<file path="src/rtl/card_rx_pkg.sv">
package card_rx_pkg;

    localparam int DATA_BITS  = 8;
    localparam int FRAME_BITS = DATA_BITS + 1;

    typedef enum logic [2:0] {
        ST_HUNT,
        ST_CONFIRM,
        ST_SHIFT,
        ST_JUDGE,
        ST_ERR_WAIT,
        ST_ERR_DRIVE
    } rx_state_t;

    // Raw line levels after the start bit, first arrival in bit 0.
    localparam logic [FRAME_BITS-1:0] TS_DIRECT_LEVELS  = 9'b1_0011_1011;
    localparam logic [FRAME_BITS-1:0] TS_INVERSE_LEVELS = 9'b1_0000_0011;
    localparam logic [DATA_BITS-1:0]  TS_DIRECT_BYTE    = 8'h3B;
    localparam logic [DATA_BITS-1:0]  TS_INVERSE_BYTE   = 8'h3F;

endpackage

</file>
<file path="src/rtl/card_rx_line_sync.sv">
module card_rx_line_sync #(
    parameter int STAGES = 2
) (
    input  logic clk,
    input  logic rst_n,
    input  logic line_raw,
    output logic line_s,
    output logic line_fall
);

    logic [STAGES-1:0] chain;
    logic              line_prev;

    generate
        for (genvar g = 0; g < STAGES; g++) begin : g_stage
            if (g == 0) begin : g_first
                always_ff @(posedge clk or negedge rst_n) begin
                    if (!rst_n) chain[0] <= 1'b1;
                    else        chain[0] <= line_raw;
                end
            end else begin : g_next
                always_ff @(posedge clk or negedge rst_n) begin
                    if (!rst_n) chain[g] <= 1'b1;
                    else        chain[g] <= chain[g-1];
                end
            end
        end
    endgenerate

    always_ff @(posedge clk or negedge rst_n) begin
        if (!rst_n) line_prev <= 1'b1;
        else        line_prev <= chain[STAGES-1];
    end

    assign line_s    = chain[STAGES-1];
    assign line_fall = line_prev & ~chain[STAGES-1];

endmodule

</file>
<file path="src/rtl/card_rx_etu_timer.sv">
module card_rx_etu_timer #(
    parameter int ETU_W = 16
) (
    input  logic             clk,
    input  logic             rst_n,
    input  logic             load,
    input  logic [ETU_W:0]   load_val,
    output logic             expire
);

    logic [ETU_W:0] cnt;
    logic           running;

    assign expire = running && (cnt == '0);

    always_ff @(posedge clk or negedge rst_n) begin
        if (!rst_n) begin
            cnt     <= '0;
            running <= 1'b0;
        end else if (load) begin
            cnt     <= load_val - 1'b1;
            running <= 1'b1;
        end else if (expire) begin
            running <= 1'b0;
        end else if (running) begin
            cnt <= cnt - 1'b1;
        end
    end

endmodule

</file>
<file path="src/rtl/card_rx_decoder.sv">
module card_rx_decoder
    import card_rx_pkg::*;
(
    input  logic [FRAME_BITS-1:0] levels,
    input  logic                  inverse,
    output logic [DATA_BITS-1:0]  data,
    output logic                  parity_ok,
    output logic                  is_ts_direct,
    output logic                  is_ts_inverse
);

    logic [DATA_BITS-1:0] direct_data;
    logic [DATA_BITS-1:0] inverse_data;

    generate
        for (genvar g = 0; g < DATA_BITS; g++) begin : g_bit
            assign direct_data[g]               = levels[g];
            assign inverse_data[DATA_BITS-1-g]  = ~levels[g];
        end
    endgenerate

    // Nine bits: even ones in direct means even highs; in inverse, even lows = odd highs.
    assign parity_ok     = inverse ? (^levels) : ~(^levels);
    assign data          = inverse ? inverse_data : direct_data;
    assign is_ts_direct  = (levels == TS_DIRECT_LEVELS);
    assign is_ts_inverse = (levels == TS_INVERSE_LEVELS);

endmodule

</file>
<file path="src/rtl/card_char_rx.sv">
module card_char_rx
    import card_rx_pkg::*;
#(
    parameter int ETU_W       = 16,
    parameter int SYNC_STAGES = 2
) (
    input  logic             clk,
    input  logic             rst_n,
    input  logic [ETU_W-1:0] etu_cycles,
    input  logic             io_in,
    output logic             io_drive_low,
    output logic [7:0]       rx_byte,
    output logic             rx_valid,
    output logic             parity_err,
    output logic             format_err,
    output logic             conv_known,
    output logic             conv_inverse
);

    localparam int CNT_W = $clog2(FRAME_BITS + 1);
    localparam logic [CNT_W-1:0] LAST_BIT = CNT_W'(FRAME_BITS - 1);

    rx_state_t state_q, state_d;

    logic                  line_s, line_fall;
    logic                  tmr_load, tmr_expire;
    logic [ETU_W:0]        tmr_val;
    logic [ETU_W:0]        etu_full, etu_half;
    logic [CNT_W-1:0]      bit_cnt;
    logic [FRAME_BITS-1:0] levels;
    logic                  shift_en;
    logic [DATA_BITS-1:0]  dec_data;
    logic                  dec_par_ok, dec_ts_dir, dec_ts_inv;

    assign etu_full = {1'b0, etu_cycles};
    assign etu_half = {2'b00, etu_cycles[ETU_W-1:1]};

    card_rx_line_sync #(.STAGES(SYNC_STAGES)) u_sync (
        .clk       (clk),
        .rst_n     (rst_n),
        .line_raw  (io_in),
        .line_s    (line_s),
        .line_fall (line_fall)
    );

    card_rx_etu_timer #(.ETU_W(ETU_W)) u_timer (
        .clk      (clk),
        .rst_n    (rst_n),
        .load     (tmr_load),
        .load_val (tmr_val),
        .expire   (tmr_expire)
    );

    card_rx_decoder u_dec (
        .levels        (levels),
        .inverse       (conv_inverse),
        .data          (dec_data),
        .parity_ok     (dec_par_ok),
        .is_ts_direct  (dec_ts_dir),
        .is_ts_inverse (dec_ts_inv)
    );

    // State register
    always_ff @(posedge clk or negedge rst_n) begin
        if (!rst_n) state_q <= ST_HUNT;
        else        state_q <= state_d;
    end

    // Next state and timer control
    always_comb begin
        state_d  = state_q;
        tmr_load = 1'b0;
        tmr_val  = etu_full;
        shift_en = 1'b0;
        unique case (state_q)
            ST_HUNT: begin
                if (line_fall) begin
                    tmr_load = 1'b1;
                    tmr_val  = etu_half;
                    state_d  = ST_CONFIRM;
                end
            end
            ST_CONFIRM: begin
                if (tmr_expire) begin
                    if (!line_s) begin
                        tmr_load = 1'b1;
                        state_d  = ST_SHIFT;
                    end else begin
                        state_d  = ST_HUNT;
                    end
                end
            end
            ST_SHIFT: begin
                if (tmr_expire) begin
                    shift_en = 1'b1;
                    if (bit_cnt == LAST_BIT) begin
                        state_d = ST_JUDGE;
                    end else begin
                        tmr_load = 1'b1;
                    end
                end
            end
            ST_JUDGE: begin
                if (conv_known && !dec_par_ok) begin
                    // one cycle spent here, so wait one cycle less
                    tmr_load = 1'b1;
                    tmr_val  = etu_full - 1'b1;
                    state_d  = ST_ERR_WAIT;
                end else begin
                    state_d  = ST_HUNT;
                end
            end
            ST_ERR_WAIT: begin
                if (tmr_expire) begin
                    tmr_load = 1'b1;
                    tmr_val  = etu_full + etu_half;
                    state_d  = ST_ERR_DRIVE;
                end
            end
            ST_ERR_DRIVE: begin
                if (tmr_expire) state_d = ST_HUNT;
            end
            default: state_d = ST_HUNT;
        endcase
    end

    // Sample shift register and bit counter
    always_ff @(posedge clk or negedge rst_n) begin
        if (!rst_n) begin
            levels  <= '1;
            bit_cnt <= '0;
        end else if (state_q == ST_CONFIRM) begin
            bit_cnt <= '0;
        end else if (shift_en) begin
            levels  <= {line_s, levels[FRAME_BITS-1:1]};
            bit_cnt <= bit_cnt + 1'b1;
        end
    end

    // Outputs
    always_ff @(posedge clk or negedge rst_n) begin
        if (!rst_n) begin
            io_drive_low <= 1'b0;
            rx_byte      <= '0;
            rx_valid     <= 1'b0;
            parity_err   <= 1'b0;
            format_err   <= 1'b0;
            conv_known   <= 1'b0;
            conv_inverse <= 1'b0;
        end else begin
            rx_valid     <= 1'b0;
            parity_err   <= 1'b0;
            format_err   <= 1'b0;
            io_drive_low <= (state_d == ST_ERR_DRIVE);
            if (state_q == ST_JUDGE) begin
                if (!conv_known) begin
                    if (dec_ts_dir) begin
                        conv_known   <= 1'b1;
                        conv_inverse <= 1'b0;
                        rx_byte      <= TS_DIRECT_BYTE;
                        rx_valid     <= 1'b1;
                    end else if (dec_ts_inv) begin
                        conv_known   <= 1'b1;
                        conv_inverse <= 1'b1;
                        rx_byte      <= TS_INVERSE_BYTE;
                        rx_valid     <= 1'b1;
                    end else begin
                        format_err   <= 1'b1;
                    end
                end else if (dec_par_ok) begin
                    rx_byte  <= dec_data;
                    rx_valid <= 1'b1;
                end else begin
                    parity_err <= 1'b1;
                end
            end
        end
    end

endmodule

</file>
<file path="config.mk">
export PLATFORM = sky130hd
export DESIGN_NAME = card_char_rx
export DESIGN_NICKNAME = d
export VERILOG_FILES = /design/src/rtl/card_rx_pkg.sv /design/src/rtl/card_rx_line_sync.sv /design/src/rtl/card_rx_etu_timer.sv /design/src/rtl/card_rx_decoder.sv /design/src/rtl/card_char_rx.sv
export SDC_FILE = /design/constraint.sdc
export NUM_CORES = 1
export LEC_CHECK = 0
export BUFFER_PORTS_ARGS = -buffer_cell sky130_fd_sc_hd__clkbuf_2
export CAP_MARGIN = 10
export CORE_MARGIN = 1
export CORE_UTILIZATION = 64
export CTS_BUF_LIST = sky130_fd_sc_hd__clkbuf_4
export CTS_CLUSTER_SIZE = 40
export DETAILED_ROUTE_END_ITERATION = 10
export PLACE_DENSITY = 0.92
export RECOVER_POWER = 100
export SKIP_LAST_GASP = 1
export SLEW_MARGIN = 20
export SYNTH_ARGS = -nofsm -noshare
export SYNTH_HDL_FRONTEND = slang
export SYNTH_SLANG_ARGS = --single-unit
</file>
<file path="constraint.sdc">
create_clock -name clk -period 11 [get_ports clk]
set_clock_uncertainty 0.1 [all_clocks]
set_input_delay 1.1 -clock clk [delete_from_list [all_inputs] [get_ports clk]]
set_output_delay 1.1 -clock clk [all_outputs]
set_load 0.01 [all_outputs]
</file>
==> flow_summary.ini, run 1 <==
[setup_path]
worstSetupPathType = flop to flop
crit_chain = inv_1, ha_1, xnor2_1, xor3_1, nor3_1, a211oi_1, clkbuf_1, a22oi_1, ha_1, inv_1, a2111oi_0, o2111ai_4, nor3b_1, a31oi_1, o31ai_1
cp_slowest_cell = a2111oi_0
cp.required_ns = 11.22
critPathLaunchType = flop
cp_top_family = compound AO/OA/AOI/OAI gates
critPathMaxFanout = 18
max_stage_delay_ns = 1.23
r2r-start = levels[2]$_DFFE_PN1P_
critPathCaptureType = flop
worstPathBufferInverterCount = 3
cp-startpoint = levels[2]$_DFFE_PN1P_
worstPathArrival_ns = 6.96

[detailed_routing]
first_pass_iters = 9
ant_nets = 0
wirelength_um = 14500
wl_per_cell_um = 19.2
via_count = 5149
avgViaCountPerCell = 6.85
drt_iter0_markers = 635
drc = 1

[clocking]
h-tree-depth = 2
cts_tree = yes
clockBufferDepth = 2
postCtsSetupBuffers = 0
numCtsBuffers = 5
clock_latency_ns = 0.40
cts_sinks = 51
path_clk_slew_ns = 0.16
ctsHoldBuffers = 0
cts_resized = 0
clockRootBuffer = clkbuf_4

[floorplan]
fp-row-count = 32
die_w_um = 91.2
fp.coreArea_mm2 = 0.00773
fp.dieArea_mm2 = 0.00832
die_h_um = 91.2
pin_count = 33
initial_utilization_pct = 65.9

[job]
maxCapViolCount = 2

[finish]
fin_cells = 752
fin_area_mm2 = 0.00530
syn2layout_area_growth_pct = 4.03
layout.nets = 714
drive_gt1_share_pct = 8.92
postLayoutCoreUtil_pct = 68.6
antenna_cells = 0

[timing]
finalHoldViolations = 0
rsz0062_at_grt = no
setup_viol = 0
slew_headroom_pct = -79.9
finalMaxSlewViolations = 57
period_minus_slack_ns = 6.74
totalNegativeSetupSlack_ns = 0
worstMarginPinSlew_ns = 2.70
setup_ws_ns = 4.26
holdWs_ns = 0.273
finalCritPeriodShare_pct = 61.3
max_freq_mhz = 148

[synth]
synth_fa_ha_area_share_pct = 11.4
synth_xor_area_share_pct = 5.21
yosysWarnings = 0
syn_inst = 630
synth_nets = 695
ys_types = 81
avgSynthCellArea_um2 = 8.09
synthArstFlopShare_pct = 100
synthFlopType = dfrtp_1
synth_top_family_by_area = compound AO/OA/AOI/OAI gates
yosysSeqAreaShare_pct = 25.3
yosys.area_share.simple_pct = 25.0
synth_edf_count = 0
synth-compound-area-share_pct = 25.9
synth_area_mm2 = 0.00509
synth.area.mux_share_pct = 2.31
ys_ff_latch = 51

[pwr]
p_per_area_mw_per_mm2 = 118
fin_total_pwr_uw = 627
peakVddDrop_mv = 0.0761
leakage_nw = 2.22

[global_routing]
grt-ovfl-total = 0
track_usage_pct = 35.6
grt_pass1_wl_um = 23700
antenna_found_initial = 0
grt_pass1_vias = 4888
grt_max_degree = 52

[placement]
numPlacedInstances = 744
dp_slack_ns = 5.98
place_congestion = 1.07
io_buffers = 32
hpwl_um = 10700
detailed_place.area_mm2 = 0.00533

[min_path]
hold_path_class = flop to flop
worstHoldStart = u_sync.chain[0]$_DFF_PN1_

[outcome]
violations = design-rule violations, max-capacitance violations, max-slew violations
outcome = complete, but fails checks
[layout by cell type, fill, tap and decap left out, types with 8 or more instances in the layout]
cell	n
a21oi_1	38
xnor2_1	22
o211ai_1	8
nor2_1	67
ha_1	45
dfrtp_1	39
clkbuf_2	18
clkbuf_1	16
nand2b_1	9
nand2_1	60
nand3_1	24
nor3_1	18
a31oi_1	18
o21ai_0	47
inv_1	38
dfstp_2	9
[Yosys cell counts, types with 4 or more instances]
| master | number | area [µm²] |
|---|---|---|
| nand3_1 | 24 | 120 |
| a31oi_1 | 18 | 113 |
| and3_1 | 4 | 25.0 |
| nand4_1 | 7 | 43.8 |
| nor3_1 | 16 | 80.1 |
| nand2b_1 | 9 | 56.3 |
| and2_1 | 4 | 25.0 |
| o211ai_1 | 8 | 60.1 |
| or3_1 | 5 | 31.3 |
| ha_1 | 45 | 563 |
| o211a_1 | 5 | 50.1 |
| o21ai_1 | 6 | 30.0 |
| clkbuf_1 | 21 | 78.8 |
| nor4_1 | 8 | 50.1 |
| a211o_1 | 4 | 35.0 |
| mux2_2 | 6 | 67.6 |
| and4_1 | 4 | 35.0 |
| o2111ai_1 | 5 | 43.8 |
| xnor2_1 | 22 | 193 |
| dfstp_2 | 12 | 315 |
| mux2i_1 | 5 | 50.1 |
| o31ai_1 | 4 | 30.0 |
| a21o_1 | 5 | 37.5 |
| nor2_1 | 66 | 248 |
| a22oi_1 | 5 | 37.5 |
| nor2b_1 | 5 | 31.3 |
| o21a_1 | 5 | 37.5 |
| nand3b_1 | 5 | 37.5 |
| o21ai_0 | 44 | 220 |
| a21oi_1 | 38 | 190 |
| nand2_1 | 60 | 225 |
| inv_1 | 38 | 143 |
| dfrtp_1 | 39 | 976 |
[routing by layer]
layer	track usage (%)	vias up	wire length, µm
li1	-	2354	-
met1	44.0	2411	5670
met2	60.4	297	6800
met3	5.70	87	1260
met4	17.6	0	717
met5	0	-	0
[where the power goes]
part	switching, mW	leakage, nW	total [mW]	internal [mW]
clock network	0.0671	0.0418	0.116	0.0486
logic	0.156	1.56	0.257	0.100
registers	0.0357	0.620	0.254	0.219
[registers in the layout (all words and copies together), names as in the netlist]
register and cells:
u_sync.line_s 1, format_err 1, u_sync.chain 1, conv_inverse 1, u_timer.cnt 17, u_sync.line_prev 1, levels 9, rx_byte 8
rx_valid 1, u_timer.running 1, io_drive_low 1, conv_known 1, bit_cnt 4, state_q 3, parity_err 1
[kinds of logic (layout without fill, tap and decap cells)]
group,count (synthesis),after routing
xor gates and xnor gates,27,27
and+or+nand+nor,242,242
muxes,11,11
adders and majority gates,46,46
AOI/OAI and AO/OA,190,190
DFF,51,51
buffers and inverters,63,83
[layout make-up]
class / count / area [µm²]
clock buffers: 5 / 37.5
clock inverters: 3 / 46.3
flip-flops and latches: 51 / 1290
multi-input cells: 516 / 3480
inverters: 38 / 143
well taps: 102 / 128
repair buffers: 37 / 173
fillers: 645 / 2430
[worst reg2reg max path: stages (launching register included)]
cell	delay, ns
dfstp_1	0.63
inv_1	0.10
ha_1	0.32
xnor2_1	0.23
xor3_1	0.62
nor3_1	0.83
a211oi_1	0.16
clkbuf_1	0.44
a22oi_1	0.49
ha_1	0.23
inv_1	0.06
a2111oi_0	1.23
o2111ai_4	0.38
nor3b_1	0.45
a31oi_1	0.13
o31ai_1	0.25
[final timing paths]
kind,to,depth (start not counted),slack (ns)
max in group asynchronous,rx_byte[7]$_DFFE_PN0P_,2,7.75
min,u_sync.line_s$_DFF_PN1_,0,0.27
max,u_timer.cnt[16]$_DFFE_PN0P_,15,4.26
min in group asynchronous,io_drive_low$_DFF_PN0_,2,1.52
max reg2reg,u_timer.cnt[16]$_DFFE_PN0P_,15,4.26
min reg2reg,u_sync.line_s$_DFF_PN1_,0,0.27
Power figures use the tool's default switching activity.
==> run 2: changes to the inputs <==
clock period = 6.6 ns   (was 11 ns; I/O delays follow)
==> run 2 against run 1 <==
Net effect:
- the run ends with max-capacitance violations, max-slew violations left
- maximum frequency up 24%
- via count up 0.50%
- global-route usage up 1.4 points
- utilization up 0.13 points
- total power up 67%
- sequential share of layout area about the same
- count of clock-buffer cells in the layout unchanged
- flip-flop and latch count unchanged
- clock power up 63%
==> flow_summary.ini, run 2 (synthesis results as in run 1) <==
[pwr]
switching_power_uw = 431
fin_total_pwr_mw = 1.04
p_per_area_mw_per_mm2 = 197
swShare_pct = 41.3
peakVddDrop_mv = 0.104
clkPwrFrac_pct = 18.1
leakage_nw = 2.22
seqPwrFrac_pct = 40.6
power_frac_comb_pct = 41.3
power.internal_uw = 613

[finish]
antenna_cells = 0
fillers = 653
drive_gt1_share_pct = 9.38
final_cell_mix = nor2_1 (67), nand2_1 (60), o21ai_0 (47)
fin_area_mm2 = 0.00531
top_regs = u_timer.cnt x17, levels x9, rx_byte x8
final_common_cell = nor2_1
largest_register_ffs = 17
layout.nets = 714
regMostFlops = u_timer.cnt
syn2layout_area_growth_pct = 4.22

[timing]
max_freq_mhz = 184
totalNegativeSetupSlack_ns = 0
setup_ws_ns = 1.16
period_minus_slack_ns = 5.44
rsz0062_at_grt = no
holdWs_ns = 0.229
worstMarginPinSlew_ns = 2.77
slew_headroom_pct = -84.6
finalHoldViolations = 0
setup_viol = 0
finalMaxSlewViolations = 52
finalCritPeriodShare_pct = 82.4

[clocking]
cts_tree = yes
clockRootBuffer = clkbuf_4
postCtsSetupBuffers = 0
numCtsBuffers = 5
ctsHoldBuffers = 0
h-tree-depth = 2
path_clk_slew_ns = 0.16
cts_resized = 0
clock_latency_ns = 0.39
clockBufferDepth = 2
cts_sinks = 51

[floorplan]
fp.dieArea_mm2 = 0.00832
fp-row-count = 32
initial_utilization_pct = 65.9
pin_count = 33
die_h_um = 91.2
die_w_um = 91.2
fp.coreArea_mm2 = 0.00773

[global_routing]
grt_pass1_vias = 4912
track_usage_pct = 37.0
grt-ovfl-total = 0
grt_pass1_wl_um = 24100
antenna_found_initial = 0
grt_max_degree = 52

[setup_path]
max_stage_delay_ns = 0.82
worstSetupPathType = flop to flop
path_depth = 12
cp_top_family = compound AO/OA/AOI/OAI gates
cp_slowest_cell = a211o_1
worstPathBufferInverterCount = 1
critPathMaxFanout = 29
rr_worst_depth = 12
crit_chain = inv_1, ha_1, xnor2_1, xor3_1, nor3_1, a211o_1, o221ai_1, o22ai_1, o211ai_1, nor4b_1, a21oi_1, o31a_1
critPathLaunchType = flop
cp.required_ns = 6.80
worstPathArrival_ns = 5.64
critPathCaptureType = flop

[placement]
hpwl_um = 11200
io_buffers = 32
place_congestion = 1.03
detailed_place.area_mm2 = 0.00533
dp_slack_ns = 1.79

[detailed_routing]
avgViaCountPerCell = 6.88
ant_nets = 0
first_pass_iters = 8
drt_iter0_markers = 688
wl_per_cell_um = 19.9
via_count = 5175
drc = 0
wirelength_um = 15000

[job]
maxCapViolCount = 1

[min_path]
holdPathStages = 1
hold_path_class = primary input to flop

[outcome]
outcome = complete, but fails checks
violations = max-capacitance violations, max-slew violations
-- run 2: worst reg2reg max path, cell delays in order (launching register included) --
cell,delay (ns)
dfstp_1,0.63
inv_1,0.08
ha_1,0.30
xnor2_1,0.31
xor3_1,0.50
nor3_1,0.66
a211o_1,0.82
o221ai_1,0.29
o22ai_1,0.24
o211ai_1,0.21
nor4b_1,0.77
a21oi_1,0.17
o31a_1,0.26
-- run 2: layout make-up --
class	instances	area, µm²	share of cell area (%)
multi-input cells	516	3490	65.7
clock buffers	5	37.5	0.707
well taps	102	128	2.40
clock inverters	3	46.3	0.872
inverters	38	143	2.69
flip-flops and latches	51	1290	24.3
repair buffers	37	176	3.32
-- run 2: stage by stage --
step / std cells / utilization [%]
after global routing: 752 / 68.7
after CTS: 752 / 70.0
after global placement: 744 / 68.9
after floorplan: 630 / -
final: 752 / 68.7
after detailed placement: 744 / 68.9
-- run 2: worst paths after layout --
check / start / end / slack [ns]
min: io_in / u_sync.chain[0]$_DFF_PN1_ / 0.23
min in group asynchronous: rst_n / bit_cnt[2]$_DFFE_PN0P_ / 1.13
max reg2reg: levels[4]$_DFFE_PN1P_ / u_timer.cnt[13]$_DFFE_PN0P_ / 1.16
max in group asynchronous: rst_n / rx_byte[2]$_DFFE_PN0P_ / 3.71
min reg2reg: u_sync.chain[0]$_DFF_PN1_ / u_sync.line_s$_DFF_PN1_ / 0.28
max: levels[4]$_DFFE_PN1P_ / u_timer.cnt[13]$_DFFE_PN0P_ / 1.16
-- run 2: routing by layer --
layer,global-route usage (%),part of all wire (%),up-vias
li1,-,-,2356
met1,44.7,38,2417
met2,62.2,48,309
met3,5.44,8.2,93
met4,22.8,5.9,0
met5,0,0,-
-- run 2: power by group through the flow --
stage               Sequential, mW  Combinational [mW]  Clock, mW
floorplan                    0.404               0.333          0
global placement             0.424               0.412          0
detailed placement           0.428               0.435          0
CTS                          0.422               0.437      0.192
global route                 0.428               0.469      0.204
finish                       0.424               0.432      0.189
